`config.mk`:
```
export PLATFORM = sky130hd
export DESIGN_NAME = ixr_regfile
export DESIGN_NICKNAME = d
export VERILOG_FILES = /design/src/rtl/ixr_pkg.sv /design/src/rtl/ixr_seq_bank.sv /design/src/rtl/ixr_ctl_bank.sv /design/src/rtl/ixr_regfile.sv
export SDC_FILE = /design/constraint.sdc
export NUM_CORES = 1
export LEC_CHECK = 0
export CORE_UTILIZATION = 45
export DETAILED_ROUTE_END_ITERATION = 6
export MAX_ROUTING_LAYER = met4
export PLACE_DENSITY = 0.69
export SYNTH_ARGS = -nofsm -noshare
export SYNTH_HDL_FRONTEND = slang
export SYNTH_SLANG_ARGS = --single-unit
export TNS_END_PERCENT = 10
```
`constraint.sdc`:
```
create_clock -name clk_i -period 3.3 [get_ports clk_i]
set_input_delay 0.99 -clock clk_i [delete_from_list [all_inputs] [get_ports clk_i]]
set_output_delay 0.99 -clock clk_i [all_outputs]
set_load 0.005 [all_outputs]
```
`src/rtl/ixr_pkg.sv`:
```
package ixr_pkg;
  localparam int unsigned DW = 8;
  localparam logic [DW-1:0] SEQ_EXT_LO  = 8'h10;
  localparam logic [DW-1:0] SEQ_OLD_HI  = 8'h1F;
  localparam logic [DW-1:0] SEQ_RSV_LO  = 8'h05;
  localparam logic [DW-1:0] SEQ_RSV_HI  = 8'h07;
  localparam logic [DW-1:0] SEQ_OLD_RC0 = 8'h12;
  localparam logic [DW-1:0] SEQ_OLD_RC1 = 8'h13;
  localparam logic [DW-1:0] CTL_REV     = 8'h2F;
  localparam logic [DW-1:0] CTL_MAEXT   = 8'h31;
  localparam logic [DW-1:0] CTL_BANK    = 8'h35;
  localparam logic [DW-1:0] CTL_MIR_HI  = 8'h6B;
  localparam logic [DW-1:0] CTL_MIR_LO  = 8'h6C;
  localparam logic [DW-1:0] CTL_SRC_HI  = 8'h59;
  localparam logic [DW-1:0] CTL_SRC_LO  = 8'h5A;
  localparam logic [DW-1:0] REV_NEWER   = 8'h40;
  typedef enum logic {BANK_SEQ = 1'b0, BANK_CTL = 1'b1} bank_e;
endpackage

```
`src/rtl/ixr_seq_bank.sv`:
```
module ixr_seq_bank
  import ixr_pkg::*;
#(
  parameter int unsigned SLOTS = 32
) (
  input  logic          clk_i,
  input  logic          rst_ni,
  input  logic          newer_i,
  input  logic [DW-1:0] idx_i,
  input  logic          we_i,
  input  logic [DW-1:0] wdata_i,
  input  logic [DW-1:0] std_rdata_i,
  output logic [DW-1:0] rdata_o,
  output logic          std_hit_o,
  output logic          std_we_o,
  output logic          recalc_o
);
  localparam int unsigned SW = $clog2(SLOTS);

  logic [DW-1:0] mem [SLOTS];
  logic [SW-1:0] slot;
  logic          store_en, strobe_hit, old_rng;
  logic          recalc_q;

  assign slot     = idx_i[SW-1:0];
  assign old_rng  = (idx_i >= SEQ_EXT_LO) && (idx_i <= SEQ_OLD_HI);
  assign store_en = newer_i ? (idx_i >= SEQ_EXT_LO) : old_rng;
  assign strobe_hit = newer_i ? store_en
                              : (idx_i == SEQ_OLD_RC0 || idx_i == SEQ_OLD_RC1);
  assign std_we_o = we_i && !store_en;

  for (genvar s = 0; s < SLOTS; s++) begin : g_slot
    always_ff @(posedge clk_i or negedge rst_ni) begin
      if (!rst_ni)                                   mem[s] <= '0;
      else if (we_i && store_en && slot == SW'(s))   mem[s] <= wdata_i;
    end
  end

  always_ff @(posedge clk_i or negedge rst_ni) begin
    if (!rst_ni) recalc_q <= 1'b0;
    else         recalc_q <= we_i && strobe_hit;
  end
  assign recalc_o = recalc_q;

  always_comb begin
    rdata_o   = std_rdata_i;
    std_hit_o = 1'b1;
    if (newer_i) begin
      if (idx_i >= 8'h08) begin
        rdata_o   = mem[slot];
        std_hit_o = 1'b0;
      end else if (idx_i >= SEQ_RSV_LO && idx_i <= SEQ_RSV_HI) begin
        rdata_o   = 8'hFF;
        std_hit_o = 1'b0;
      end
    end else if (old_rng) begin
      rdata_o   = mem[slot];
      std_hit_o = 1'b0;
    end
  end

  // strobe only follows an absorbed data write
  a_r3_strobe_src: assert property (@(posedge clk_i) disable iff (!rst_ni)
    recalc_o |-> ($past(we_i) && !$past(std_we_o)));
  a_r4_old_strobe_idx: assert property (@(posedge clk_i) disable iff (!rst_ni)
    (recalc_o && !newer_i) |-> ($past(idx_i) == SEQ_OLD_RC0 || $past(idx_i) == SEQ_OLD_RC1));
  // stored write reads back at the same index
  a_r3_readback: assert property (@(posedge clk_i) disable iff (!rst_ni)
    ($past(we_i) && !$past(std_we_o) && idx_i == $past(idx_i) && newer_i == $past(newer_i))
      |-> (rdata_o == $past(wdata_i)));
  // reserved indices never reach the standard bank
  a_r5_reserved: assert property (@(posedge clk_i) disable iff (!rst_ni)
    (newer_i && idx_i >= SEQ_RSV_LO && idx_i <= SEQ_RSV_HI) |-> (!std_hit_o && rdata_o == 8'hFF));
endmodule

```
`src/rtl/ixr_ctl_bank.sv`:
```
module ixr_ctl_bank
  import ixr_pkg::*;
#(
  parameter int unsigned LO   = 'h30,
  parameter int unsigned SIZE = 64
) (
  input  logic          clk_i,
  input  logic          rst_ni,
  input  logic          newer_i,
  input  logic [DW-1:0] idx_i,
  input  logic          we_i,
  input  logic [DW-1:0] wdata_i,
  input  logic [DW-1:0] std_rdata_i,
  input  logic [3:0]    bank_num_i,
  input  logic [1:0]    ma_ext_i,
  output logic [DW-1:0] rdata_o,
  output logic          std_hit_o,
  output logic          std_we_o
);
  localparam int unsigned O_MAEXT  = int'(CTL_MAEXT)  - LO;
  localparam int unsigned O_BANK   = int'(CTL_BANK)   - LO;
  localparam int unsigned O_SRC_HI = int'(CTL_SRC_HI) - LO;
  localparam int unsigned O_SRC_LO = int'(CTL_SRC_LO) - LO;

  logic [DW-1:0] mem [SIZE];
  logic [DW-1:0] stored;
  logic          in_rng;

  assign in_rng   = (int'(idx_i) >= LO) && (int'(idx_i) < LO + SIZE);
  assign std_we_o = we_i && !in_rng;

  for (genvar e = 0; e < SIZE; e++) begin : g_ent
    always_ff @(posedge clk_i or negedge rst_ni) begin
      if (!rst_ni)                               mem[e] <= '0;
      else if (we_i && int'(idx_i) == LO + e)    mem[e] <= wdata_i;
    end
  end

  always_comb begin
    stored = '0;
    for (int e = 0; e < SIZE; e++)
      if (int'(idx_i) == LO + e) stored = mem[e];
  end

  always_comb begin
    std_hit_o = 1'b0;
    unique case (idx_i)
      CTL_REV:    rdata_o = newer_i ? REV_NEWER : 8'h00;
      CTL_MAEXT:  rdata_o = (mem[O_MAEXT] & 8'hCF) | {2'b00, ma_ext_i, 4'h0};
      CTL_BANK:   rdata_o = {mem[O_BANK][7:4], bank_num_i};
      CTL_MIR_HI: rdata_o = newer_i ? (mem[O_SRC_HI] & 8'hFC) : mem[O_SRC_HI];
      CTL_MIR_LO: rdata_o = newer_i ? 8'h00 : {mem[O_SRC_LO][7], 7'h00};
      default: begin
        if (in_rng) rdata_o = stored;
        else begin
          rdata_o   = std_rdata_i;
          std_hit_o = 1'b1;
        end
      end
    endcase
  end

  // stored nibble survives, bank number follows live input
  a_r10_bank_nibble: assert property (@(posedge clk_i) disable iff (!rst_ni)
    ($past(we_i) && $past(idx_i) == CTL_BANK && idx_i == CTL_BANK)
      |-> (rdata_o == {$past(wdata_i[7:4]), bank_num_i}));
  // plain stored locations read back the last write
  a_r12_readback: assert property (@(posedge clk_i) disable iff (!rst_ni)
    ($past(we_i) && !$past(std_we_o) && idx_i == $past(idx_i) && idx_i != CTL_MAEXT
     && idx_i != CTL_BANK && idx_i != CTL_MIR_HI && idx_i != CTL_MIR_LO)
      |-> (rdata_o == $past(wdata_i)));
  // newer-variant mirror is constant zero
  a_r9_mirror_zero: assert property (@(posedge clk_i) disable iff (!rst_ni)
    (newer_i && idx_i == CTL_MIR_LO) |-> (rdata_o == 8'h00 && !std_hit_o));
  // revision index never reaches the standard bank
  a_r7_rev_local: assert property (@(posedge clk_i) disable iff (!rst_ni)
    (idx_i == CTL_REV) |-> !std_hit_o);
endmodule

```
`src/rtl/ixr_regfile.sv`:
```
module ixr_regfile
  import ixr_pkg::*;
#(
  parameter int unsigned SEQ_SLOTS = 32,
  parameter int unsigned CTL_LO    = 'h30,
  parameter int unsigned CTL_SIZE  = 64
) (
  input  logic          clk_i,
  input  logic          rst_ni,
  input  logic          newer_i,
  input  logic          bank_sel_i,
  input  logic          idx_we_i,
  input  logic          dat_we_i,
  input  logic [DW-1:0] wdata_i,
  output logic [DW-1:0] rdata_o,
  input  logic [3:0]    bank_num_i,
  input  logic [1:0]    ma_ext_i,
  input  logic [DW-1:0] std_rdata_i,
  output logic          std_hit_o,
  output logic          std_we_o,
  output logic [DW-1:0] std_idx_o,
  output logic          recalc_o
);
  bank_e         bank;
  logic [DW-1:0] seq_idx_q, ctl_idx_q;
  logic          strap_done_q, variant_q;
  logic [DW-1:0] seq_rd, ctl_rd;
  logic          seq_hit, ctl_hit, seq_we, ctl_we;

  assign bank = bank_e'(bank_sel_i);

  always_ff @(posedge clk_i or negedge rst_ni) begin
    if (!rst_ni) begin
      strap_done_q <= 1'b0;
      variant_q    <= 1'b0;
    end else if (!strap_done_q) begin
      strap_done_q <= 1'b1;
      variant_q    <= newer_i;
    end
  end

  always_ff @(posedge clk_i or negedge rst_ni) begin
    if (!rst_ni) begin
      seq_idx_q <= '0;
      ctl_idx_q <= '0;
    end else if (idx_we_i) begin
      if (bank == BANK_CTL) ctl_idx_q <= wdata_i;
      else                  seq_idx_q <= wdata_i;
    end
  end

  ixr_seq_bank #(.SLOTS(SEQ_SLOTS)) i_seq (
    .clk_i, .rst_ni,
    .newer_i     (variant_q),
    .idx_i       (seq_idx_q),
    .we_i        (dat_we_i && bank == BANK_SEQ),
    .wdata_i,
    .std_rdata_i,
    .rdata_o     (seq_rd),
    .std_hit_o   (seq_hit),
    .std_we_o    (seq_we),
    .recalc_o
  );

  ixr_ctl_bank #(.LO(CTL_LO), .SIZE(CTL_SIZE)) i_ctl (
    .clk_i, .rst_ni,
    .newer_i     (variant_q),
    .idx_i       (ctl_idx_q),
    .we_i        (dat_we_i && bank == BANK_CTL),
    .wdata_i,
    .std_rdata_i,
    .bank_num_i,
    .ma_ext_i,
    .rdata_o     (ctl_rd),
    .std_hit_o   (ctl_hit),
    .std_we_o    (ctl_we)
  );

  assign rdata_o   = (bank == BANK_CTL) ? ctl_rd    : seq_rd;
  assign std_hit_o = (bank == BANK_CTL) ? ctl_hit   : seq_hit;
  assign std_idx_o = (bank == BANK_CTL) ? ctl_idx_q : seq_idx_q;
  assign std_we_o  = seq_we | ctl_we;

  // strap frozen once captured
  a_r2_strap_frozen: assert property (@(posedge clk_i) disable iff (!rst_ni)
    $past(strap_done_q) |-> $stable(variant_q));
  // index registers move only on an index write
  a_r1_idx_hold: assert property (@(posedge clk_i) disable iff (!rst_ni)
    !$past(idx_we_i) |-> ($stable(seq_idx_q) && $stable(ctl_idx_q)));
  // controller writes never request recalculation
  a_r12_ctl_no_strobe: assert property (@(posedge clk_i) disable iff (!rst_ni)
    ($past(dat_we_i) && $past(bank_sel_i)) |-> !recalc_o);
endmodule

```
==> flow_summary.json <==
{
  "status": "complete, but fails checks",
  "violations": "negative setup slack",
  "die_h_um": 291,
  "period_minus_slack_ps": 4750,
  "grt_pass1_vias": 30700,
  "end_kind": "output pin",
  "clk_latency_ps": 680,
  "clk_pin_slew_worst_paths_ps": 60,
  "drive_gt1_frac": 0.531,
  "power_density_nw_per_um2": 563,
  "place_congestion": 1.09,
  "die_width_um": 291,
  "first_pass_iters": 6,
  "routed_wl_um": 147000,
  "crit_type": "reg -> out",
  "cts.sinks": 765,
  "tightest_slew_ps": 805,
  "hold_buffers": 0,
  "dpl.hpwl_um": 106000,
  "synth_edf_count": 0,
  "syn-num-nets": 2980,
  "clk_path_buf_depth": 3,
  "setup_viol": 10,
  "grt_usage": 0.357,
  "die_area_um2": 84900,
  "setup_ws_ps": -1450,
  "core_um2": 82500,
  "syn_area_per_cell_um2": 12.8,
  "antenna_found_initial": 1,
  "htree_levels": 3,
  "cts_buffers": 86,
  "synthDistinctLibCells": 95,
  "vias": 30000,
  "holdCritPathClass": "in -> async",
  "grt_overflow": 0,
  "cts_tree": "done",
  "path_max_fanout": 7,
  "stdcell_count": 4716,
  "synthesis.area_um2": 37700,
  "synth_top_area_cell": "dfrtp_1",
  "drtIter0Drc": 3272,
  "slew_headroom": 0.463,
  "syn_inst": 2952,
  "required_ps": 2310,
  "ys.flop_type": "dfrtp_1",
  "fmax_ghz": 0.211,
  "yosysWarnings": 0,
  "place_inst": 4516,
  "total_power_mw": 27.4,
  "io_pins": 47,
  "ir_worst_vdd_v": 0.000465,
  "post-route-period-util": 1.44,
  "fin_tns_setup_ps": -11630,
  "initial_utilization": 0.457,
  "async_reset_ff_frac": 1.00,
  "hold_viol_final": 0,
  "power.leakage_nw": 23.0,
  "wl_per_cell_um": 31.1,
  "arrival_ps": 3760,
  "cap_violations": 0,
  "drc": 0,
  "grt_max_degree": 88,
  "holdWs_ps": 330,
  "vias_per_cell": 6.37,
  "layout.nets": 3599,
  "ant_nets": 0,
  "yosysSeqAreaShare": 0.508,
  "critPathLaunchType": "flop",
  "drv_slew": 0,
  "numPortBuffers": 46,
  "finalClockSkew_ps": 71.6,
  "synth_top_cells_by_area": "dfrtp_1 51%, mux2_2 23%, mux4_2 5.0%, a21oi_1 1.7%, o21ai_0 1.6%",
  "cts-root-buf": "clkbuf_16",
  "grt_pass1_wl_um": 216000,
  "synth.top_cell.area_share": 0.508,
  "std_cell_rows": 105,
  "syn2layout_area_growth_pct": 28.9,
  "rsz0062_at_grt": "true",
  "synth.ff_latch_count": 765
}
==> cell type report <==
cell class,count,area [µm²]
Antenna cell,3,7.51
Timing Repair Buffer,771,6990
Tap cell,1070,1340
Clock buffer,120,2480
Multi-Input combinational cell,1940,18000
Clock inverter,40,542
Fill cell,6581,33900
Sequential cell,765,19200
Inverter,7,30.0
==> logic make-up (layout without fill, tap and decap cells) <==
logic type,count (synthesis),after routing,share of synthesized area
compound gates,561,561,0.0986
buf+inv,247,938,0.0317
flops,765,765,0.508
mux,903,903,0.294
other cells,1,4,0.0000995
simple gates,475,475,0.0678
==> synthesized netlist by cell type, types with 5 or more instances <==
library cell	n
a2111oi_0	6
a211o_1	7
a211oi_1	23
a21o_1	8
a21oi_1	127
a221oi_1	18
a222oi_1	9
a22o_1	9
a22oi_1	37
a2bb2oi_1	6
a31o_2	5
a31oi_1	13
and2_1	8
buf_1	6
buf_2	70
buf_4	16
buf_6	16
clkbuf_1	131
dfrtp_1	765
inv_1	7
mux2_2	783
mux2i_1	36
mux4_2	84
nand2_1	140
nand2b_1	20
nand3_1	26
nand4_1	10
nand4bb_1	6
nor2_1	123
nor2_2	29
nor2b_1	17
nor3_1	28
nor3_2	5
o2111ai_1	5
o211ai_1	21
o21a_1	6
o21ai_0	123
o221ai_1	17
o22ai_1	56
o31ai_1	8
o32ai_1	9
==> through the flow <==
step / cell area [µm²] / util / worst slack [ps]
2_1_floorplan: 37700 / - / -15.0
3_3_place_gp: 44500 / 0.539 / -1850
3_5_place_dp: 44500 / 0.539 / -1730
4_1_cts: 48400 / 0.586 / -1430
5_1_grt: 48600 / 0.589 / -1450
6_report: 48600 / 0.589 / -1450
==> layer usage <==
metal,vias to the layer above,share of wire,GRT usage
met5,-,0,-
met4,0,0.040,0.124
met3,359,0.094,0.0670
met2,1604,0.44,0.518
met1,15800,0.43,0.501
li1,12300,-,-
==> critical path: stages (launching register included) <==
cell and delay, ps:
dfrtp_4 520, buf_8 160, buf_4 140, nor2b_2 250, buf_4 190, nand2_1 210
o22ai_1 290, buf_4 180, a21oi_2 90, o22ai_1 340, o311ai_2 190, a31o_2 270
dlygate4sd2_1 260
==> path summary, 6_finish.rpt <==
check                                                from                         end  slack (ps)  depth (start not counted)
max in group asynchronous                          rst_ni    ctl_idx_q[3]$_DFFE_PN0P_        2020                          2
worst max register to register   ctl_idx_q[0]$_DFFE_PN0P_  i_ctl.mem[191]$_DFFE_PN0P_         510                          8
worst max-delay path             ctl_idx_q[1]$_DFFE_PN0P_                  rdata_o[1]       -1450                         12
worst min-delay path                               rst_ni   i_seq.mem[43]$_DFFE_PN0P_         330                          1
min in group clk_i              i_seq.mem[15]$_DFFE_PN0P_   i_seq.mem[15]$_DFFE_PN0P_         500                          1
worst min register to register  i_seq.mem[15]$_DFFE_PN0P_   i_seq.mem[15]$_DFFE_PN0P_         500                          1
==> what timing repair did <==
action,4_1_cts,5_1_grt
gates resized for setup,167,55
buffers inserted,41,1
gates cloned,1,0
pin swaps,31,24
setup endpoints to repair,18,15
==> power breakdown <==
| part | switching (mW) | internal, mW | total (mW) |
|---|---|---|---|
| Combinational | 3.33 | 2.96 | 6.30 |
| Clock | 4.22 | 5.88 | 10.1 |
| Sequential | 0.628 | 10.3 | 11.0 |
| Total | 8.18 | 19.2 | 27.4 |
==> registers in the layout, summed over array words and instances (netlist names) <==
name            count
variant_q           1
i_ctl.mem         490
i_seq.recalc_o      1
strap_done_q        1
ctl_idx_q           8
seq_idx_q           8
i_seq.mem         256
==> cell usage in the layout (no fill, tap or decap), types with 9 or more instances in the layout <==
| master | n |
|---|---|
| o221ai_1 | 10 |
| buf_6 | 24 |
| o211ai_1 | 21 |
| clkbuf_8 | 20 |
| nor3_2 | 10 |
| nor2_1 | 116 |
| mux4_2 | 84 |
| nand3_1 | 23 |
| o21ai_1 | 16 |
| a211oi_1 | 17 |
| clkinv_2 | 22 |
| a221oi_1 | 16 |
| a22oi_1 | 36 |
| nand4_1 | 10 |
| mux2i_1 | 31 |
| o22ai_1 | 50 |
| o32ai_1 | 9 |
| a21oi_1 | 113 |
| nand2b_1 | 19 |
| clkdlybuf4s50_1 | 24 |
| o21ai_0 | 104 |
| a21oi_2 | 13 |
| a22o_1 | 9 |
| nor2b_1 | 15 |
| nand2_1 | 138 |
| buf_12 | 82 |
| clkbuf_16 | 86 |
| buf_4 | 627 |
| a222oi_1 | 9 |
| clkbuf_1 | 14 |
| dfrtp_1 | 757 |
| a31oi_1 | 10 |
| mux2_2 | 781 |
| nor3_1 | 23 |
| nor2_2 | 35 |
No activity file was read; power rests on OpenSTA's default activity.
